==> src/rtl/xrg_pkg.sv <==
package xrg_pkg;
  localparam int unsigned ADDR_W  = 48;
  localparam int unsigned RID_W   = 4;
  localparam int unsigned OFF_W   = ADDR_W - RID_W;
  localparam int unsigned NUM_RID = 1 << RID_W;

  typedef struct packed {
    logic               en;
    logic [OFF_W-1:0]   base;
    logic [OFF_W-1:0]   limit;
    logic [NUM_RID-1:0] rd;
    logic [NUM_RID-1:0] wr;
  } win_cfg_t;
endpackage

==> src/rtl/xrg_tag_insert.sv <==
module xrg_tag_insert
  import xrg_pkg::*;
(
  input  logic [OFF_W-1:0]  off_i,
  input  logic [RID_W-1:0]  rid_i,
  output logic [ADDR_W-1:0] addr_o
);
  // region rides in the top address bits
  assign addr_o = {rid_i, off_i};
endmodule

==> src/rtl/xrg_window.sv <==
module xrg_window
  import xrg_pkg::*;
(
  input  logic             clk_i,
  input  logic             rst_ni,
  input  logic             load_i,
  input  win_cfg_t         cfg_i,
  input  logic [OFF_W-1:0] off_i,
  input  logic [RID_W-1:0] rid_i,
  output logic             rd_ok_o,
  output logic             wr_ok_o
);
  win_cfg_t cfg_q;
  logic     hit;

  always_ff @(posedge clk_i or negedge rst_ni) begin
    if (!rst_ni)     cfg_q <= '0;
    else if (load_i) cfg_q <= cfg_i;
  end

  assign hit     = cfg_q.en && (off_i >= cfg_q.base) && (off_i <= cfg_q.limit);
  assign rd_ok_o = hit && cfg_q.rd[rid_i];
  assign wr_ok_o = hit && cfg_q.wr[rid_i];

  AST_GRANT_NEEDS_EN: assert property (@(posedge clk_i) disable iff (!rst_ni)
    (rd_ok_o || wr_ok_o) |-> cfg_q.en);
endmodule

==> src/rtl/xrg_fault_rec.sv <==
module xrg_fault_rec
  import xrg_pkg::*;
(
  input  logic             clk_i,
  input  logic             rst_ni,
  input  logic             deny_i,
  input  logic             clr_i,
  input  logic [OFF_W-1:0] off_i,
  input  logic [RID_W-1:0] rid_i,
  input  logic             wr_i,
  output logic             valid_o,
  output logic [OFF_W-1:0] off_o,
  output logic [RID_W-1:0] rid_o,
  output logic             wr_o
);
  logic take;
  assign take = deny_i && (!valid_o || clr_i);

  always_ff @(posedge clk_i or negedge rst_ni) begin
    if (!rst_ni) begin
      valid_o <= 1'b0;
      off_o   <= '0;
      rid_o   <= '0;
      wr_o    <= 1'b0;
    end else begin
      if (clr_i) valid_o <= 1'b0;
      if (take) begin
        valid_o <= 1'b1;
        off_o   <= off_i;
        rid_o   <= rid_i;
        wr_o    <= wr_i;
      end
    end
  end

  AST_FAULT_STICKY: assert property (@(posedge clk_i) disable iff (!rst_ni)
    valid_o && !clr_i |=> valid_o);
  AST_FAULT_FROZEN: assert property (@(posedge clk_i) disable iff (!rst_ni)
    valid_o && !clr_i |=> $stable(off_o) && $stable(rid_o) && $stable(wr_o));
  AST_FAULT_SETS: assert property (@(posedge clk_i) disable iff (!rst_ni)
    deny_i |=> valid_o);
endmodule

==> src/rtl/xdie_region_guard.sv <==
module xdie_region_guard
  import xrg_pkg::*;
#(
  parameter int unsigned NUM_WIN = 8,
  localparam int unsigned IDX_W  = (NUM_WIN > 1) ? $clog2(NUM_WIN) : 1
) (
  input  logic               clk_i,
  input  logic               rst_ni,
  input  logic               tx_valid_i,
  output logic               tx_ready_o,
  input  logic [OFF_W-1:0]   tx_off_i,
  input  logic [RID_W-1:0]   tx_region_i,
  input  logic               tx_write_i,
  output logic               link_valid_o,
  input  logic               link_ready_i,
  output logic [ADDR_W-1:0]  link_addr_o,
  output logic               link_write_o,
  input  logic               rx_valid_i,
  output logic               rx_ready_o,
  input  logic [ADDR_W-1:0]  rx_addr_i,
  input  logic               rx_write_i,
  output logic               dn_valid_o,
  input  logic               dn_ready_i,
  output logic [ADDR_W-1:0]  dn_addr_o,
  output logic               dn_write_o,
  output logic               err_valid_o,
  input  logic               cfg_we_i,
  input  logic [IDX_W-1:0]   cfg_idx_i,
  input  logic               cfg_en_i,
  input  logic [OFF_W-1:0]   cfg_base_i,
  input  logic [OFF_W-1:0]   cfg_limit_i,
  input  logic [NUM_RID-1:0] cfg_rd_mask_i,
  input  logic [NUM_RID-1:0] cfg_wr_mask_i,
  input  logic               fault_clr_i,
  output logic               fault_valid_o,
  output logic [OFF_W-1:0]   fault_off_o,
  output logic [RID_W-1:0]   fault_region_o,
  output logic               fault_write_o
);
  // sending half
  xrg_tag_insert u_tag (
    .off_i (tx_off_i),
    .rid_i (tx_region_i),
    .addr_o(link_addr_o)
  );
  assign link_valid_o = tx_valid_i;
  assign link_write_o = tx_write_i;
  assign tx_ready_o   = link_ready_i;

  // receiving half
  logic [RID_W-1:0]   rx_rid;
  logic [OFF_W-1:0]   rx_off;
  logic [NUM_WIN-1:0] rd_ok, wr_ok;
  logic               permit, deny;
  win_cfg_t           cfg_w;

  assign rx_rid = rx_addr_i[ADDR_W-1 -: RID_W];
  assign rx_off = rx_addr_i[OFF_W-1:0];

  assign cfg_w = '{en: cfg_en_i, base: cfg_base_i, limit: cfg_limit_i,
                   rd: cfg_rd_mask_i, wr: cfg_wr_mask_i};

  for (genvar g = 0; g < NUM_WIN; g++) begin : g_win
    xrg_window u_win (
      .clk_i  (clk_i),
      .rst_ni (rst_ni),
      .load_i (cfg_we_i && (cfg_idx_i == IDX_W'(g))),
      .cfg_i  (cfg_w),
      .off_i  (rx_off),
      .rid_i  (rx_rid),
      .rd_ok_o(rd_ok[g]),
      .wr_ok_o(wr_ok[g])
    );
  end

  assign permit = rx_write_i ? |wr_ok : |rd_ok;
  assign deny   = rx_valid_i && !permit;

  assign dn_valid_o  = rx_valid_i && permit;
  assign dn_addr_o   = {{RID_W{1'b0}}, rx_off};
  assign dn_write_o  = rx_write_i;
  assign err_valid_o = deny;
  assign rx_ready_o  = deny ? 1'b1 : dn_ready_i;

  xrg_fault_rec u_fault (
    .clk_i  (clk_i),
    .rst_ni (rst_ni),
    .deny_i (deny),
    .clr_i  (fault_clr_i),
    .off_i  (rx_off),
    .rid_i  (rx_rid),
    .wr_i   (rx_write_i),
    .valid_o(fault_valid_o),
    .off_o  (fault_off_o),
    .rid_o  (fault_region_o),
    .wr_o   (fault_write_o)
  );

  AST_DENY_NOT_FWD: assert property (@(posedge clk_i) disable iff (!rst_ni)
    err_valid_o |-> !dn_valid_o && rx_ready_o);
  AST_BACKPRESSURE: assert property (@(posedge clk_i) disable iff (!rst_ni)
    dn_valid_o && !dn_ready_i |-> !rx_ready_o);
  AST_DN_TAG_CLEAR: assert property (@(posedge clk_i) disable iff (!rst_ni)
    dn_valid_o |-> dn_addr_o[ADDR_W-1 -: RID_W] == '0);
endmodule

==> config.mk <==
export PLATFORM = sky130hd
export DESIGN_NAME = xdie_region_guard
export DESIGN_NICKNAME = d
export VERILOG_FILES = /design/src/rtl/xrg_pkg.sv /design/src/rtl/xrg_tag_insert.sv /design/src/rtl/xrg_window.sv /design/src/rtl/xrg_fault_rec.sv /design/src/rtl/xdie_region_guard.sv
export SDC_FILE = /design/constraint.sdc
export NUM_CORES = 2
export LEC_CHECK = 0
export BUFFER_PORTS_ARGS = -buffer_cell sky130_fd_sc_hd__buf_2
export CAP_MARGIN = 20
export CELL_PAD_IN_SITES_DETAIL_PLACEMENT = 0
export CELL_PAD_IN_SITES_GLOBAL_PLACEMENT = 1
export CORE_ASPECT_RATIO = 1.5
export CORE_MARGIN = 2
export CORE_UTILIZATION = 45
export DETAILED_ROUTE_END_ITERATION = 8
export PLACE_DENSITY_LB_ADDON = 0.2
export SYNTH_ARGS = -nofsm -noshare
export SYNTH_HDL_FRONTEND = slang
export SYNTH_HIERARCHICAL = 1
export SYNTH_SLANG_ARGS = --single-unit
==> constraint.sdc <==
create_clock -name clk_i -period 7.8 [get_ports clk_i]
set_clock_uncertainty 0.15 [all_clocks]
set_input_delay 0.39 -clock clk_i [delete_from_list [all_inputs] [get_ports clk_i]]
set_output_delay 0.39 -clock clk_i [all_outputs]
set_load 0.005 [all_outputs]
==> results.yml <==
sta:
  rsz0062_at_grt: "no"
  hold_violations: 0
  period_minus_slack_ps: 5200
  fin_crit_sh_pct: 66.6
  fin_ws_ps: 2600
  relSlewSlack_pct: 19.6
  worst_pin_slew_ps: 1190
  fmax_ghz: 0.192
  finalSetupViolCount: 0
  setup_tns_ps: 0
  drv_slew: 0
synthesis:
  yosys_register_bits: 1018
  synth_xor_area_share_pct: 0
  yosysWarnings: 6
  synth_top_family_by_area: "adder cells"
  synthSimpleGateAreaFrac_pct: 9.83
  synth.avg_cell_area_um2: 9.94
  synth_cells: 5690
  synth_mux_area_share_pct: 9.80
  synth-compound-area-share_pct: 12.2
  synth_adder_area_share_pct: 15.6
  synth.yosys.seq_area_share_pct: 45.0
  yosysUniqueCellTypes: 43
  syn_area_um2: 56600
worst_setup_path:
  reg2reg_slack_ps: 2820
  arrival_ps: 4660
  cp.required_ps: 7260
  cp-start-kind: "input pin"
  crit_fanout: 18
  critPathCaptureType: "output port"
  path_class: "input pin to output port"
clock_network:
  post_cts_resized: 0
  numClockSinks: 1018
  cts_max_path_buffers: 3
  numCtsBuffers: 104
  postCtsSetupRepairBufs: 0
  postCtsHoldBufs: 124
  clk_pin_slew_ps: 60
  insertion_delay_ps: 740
  h-tree-depth: 3
  cts_tree: "yes"
  root_buffer: "clkbuf_16"
finish:
  syn_to_final_growth_pct: 12.7
  drive_gt1_share_pct: 10.5
  final_net_count: 6866
  final_cell_count_no_fill: 7629
  design_area_um2: 63800
routing:
  routed_via_density: 5.54
  drc: 0
  ant_nets: 0
  vias: 42300
  drtIter0Drc: 2756
  drt_pass1_iterations: 6
  wl_per_cell_um: 23.5
  drt_wl_total_um: 180000
power:
  vdd_drop_max_mv: 0.196
  p_leak_nw: 30.1
  seq_power_share_pct: 40.9
  intPower_mw: 11.5
  power_density_nw_per_um2: 264
  swShare_pct: 32.0
  pwr-share-comb_pct: 27.5
  switchingPower_mw: 5.38
  p_clk_share_pct: 31.6
grt:
  grt_use_met3_pct: 3.70
  grt_use_met1_pct: 35.4
  first_global_vias: 42400
  met2_usage_pct: 49.0
  grt_antenna_before_repair: 13
  grt_usage_pct: 28.2
  grt_start_max_net_pins: 182
  overflow: 0
  grt_first_pass_wirelength_um: 271000
  grt-busiest-layer: "met2"
die:
  num_io_pins: 383
  die_w_um: 294
  die_area_um2: 129000
  die_height_um: 438
  std_cell_rows: 159
  fp.coreArea_um2: 125000
  initial_core_util_pct: 45.3
place:
  place_ws_ps: 2030
  gp_congestion: 0.905
  place_inst: 7311
  port_buffers: 276
  place_hpwl_um: 126000
  place_area_um2: 58900
run_status:
  status: "finished clean"
worst_hold_path:
  hp-class: "input pin to flop"
job:
  drv_cap: 0
[through the flow]
stage	utilization [%]	hold WS [ps]	total power, mW
2_1_floorplan	-	-55.6	9.80
3_3_place_gp	47.1	312	11.4
3_5_place_dp	47.1	320	11.5
4_1_cts	51.0	21.9	17.0
5_1_grt	51.0	54.4	17.9
6_report	51.0	57.6	16.8
[synth_stat cells (all sizes together)]
master,n,area (um^2)
dfrtp,1018,25500
nand2,843,3170
o21ai,768,3840
inv,720,2700
ha,704,8810
mux2,329,3740
a21oi,296,1480
buf,161,1030
nand4,154,963
clkbuf,144,541
nand3,106,531
mux4,80,1800
nor2,71,267
a21o,64,480
nor3,36,180
a31oi,32,200
nand2b,21,139
nor4,18,184
a21boi,17,128
a2111o,16,180
a211o,16,140
o31ai,16,120
nor2b,9,56.3
a221oi,8,70.1
a22oi,8,60.1
o2111ai,8,70.1
o311a,8,80.1
o311ai,8,70.1
or4,8,60.1
and3,1,6.26
conb,1,3.75
nand3b,1,7.51
[final timing paths]
check / from / endpoint / depth (start not counted)
min in group asynchronous: rst_ni / g_win[0].u_win/cfg_q[51] / 2
worst max register to register: g_win[1].u_win/cfg_q[57] / u_fault/off_o[15] / 13
worst min register to register: g_win[4].u_win/cfg_q[4] / g_win[4].u_win/cfg_q[4] / 1
worst max-delay path: rx_addr_i[25] / rx_ready_o / 11
worst min-delay path: rx_addr_i[0] / u_fault/off_o[0] / 2
max in group asynchronous: rst_ni / g_win[3].u_win/cfg_q[96] / 4
[layout by cell type, fill, tap and decap left out, types with 9 or more instances in the layout]
master and n:
bufinv_16 11, clkinv_2 13, nand4_1 154, mux2_4 10, o21ai_0 40, clkbuf_1 21, a211o_1 16, dlygate4sd3_1 124
dfrtp_1 1018, buf_12 10, o31ai_1 16, mux4_2 80, a21boi_0 16, nand2_1 842, nand3_1 106, mux2_1 280
nand2b_1 20, ha_1 704, mux2_2 39, a2111o_1 16, o21ai_1 728, clkbuf_16 106, a31oi_1 32, nor3_1 34
a21oi_1 296, nor2_1 65, buf_2 274, buf_4 28, a21o_1 64, nor4_2 9, inv_1 720, clkbuf_8 25
nor2b_1 9
[area by class of cell]
| class | instances | area [um^2] |
|---|---|---|
| timing repair buffer | 438 | 3070 |
| sequential | 1018 | 25500 |
| clock buffer | 152 | 3080 |
| fill | 11400 | 61200 |
| clock inverter | 35 | 515 |
| tap | 1610 | 2010 |
| multi-input combinational | 3650 | 26900 |
| antenna | 6 | 15.0 |
| inverter | 720 | 2700 |
[cell families (layout without fill, tap and decap cells)]
logic type | Yosys count | after routing
AOI/OAI and AO/OA | 1265 | 1265
muxes | 409 | 409
buffers and inverters | 1025 | 1345
and+or+nand+nor | 1268 | 1268
adders and majority gates | 704 | 704
other | 1 | 10
DFF | 1018 | 1018
[power by group through the flow]
stage	sequential, mW	clock (mW)	combinational [mW]
after floorplan	6.86	0	2.94
after global placement	6.94	0	4.44
after detailed placement	6.98	0	4.55
after CTS	6.89	5.44	4.63
after global routing	7.01	5.64	5.21
final	6.89	5.32	4.62
[critical path, stage by stage]
cell,delay [ps]
buf_2,650
ha_1,290
nand4_1,220
nor4_1,1060
nand3_1,500
mux2_1,540
a21oi_1,180
nor3_1,100
nand4_1,260
nand3b_1,210
buf_2,180
[state kept, by name, summed over array words and instances, names as in the netlist]
| register | flops |
|---|---|
| u_fault/valid_o | 1 |
| u_fault/wr_o | 1 |
| u_fault/off_o | 44 |
| g_win.u_win/cfg_q | 968 |
| u_fault/rid_o | 4 |
[per-layer routing]
layer	part of all wire, %	vias to the layer above
met5	0.042	-
met2	49	1031
met3	4.5	313
li1	-	20000
met4	4.2	14
met1	42	20900
Power figures use the tool's default switching activity.
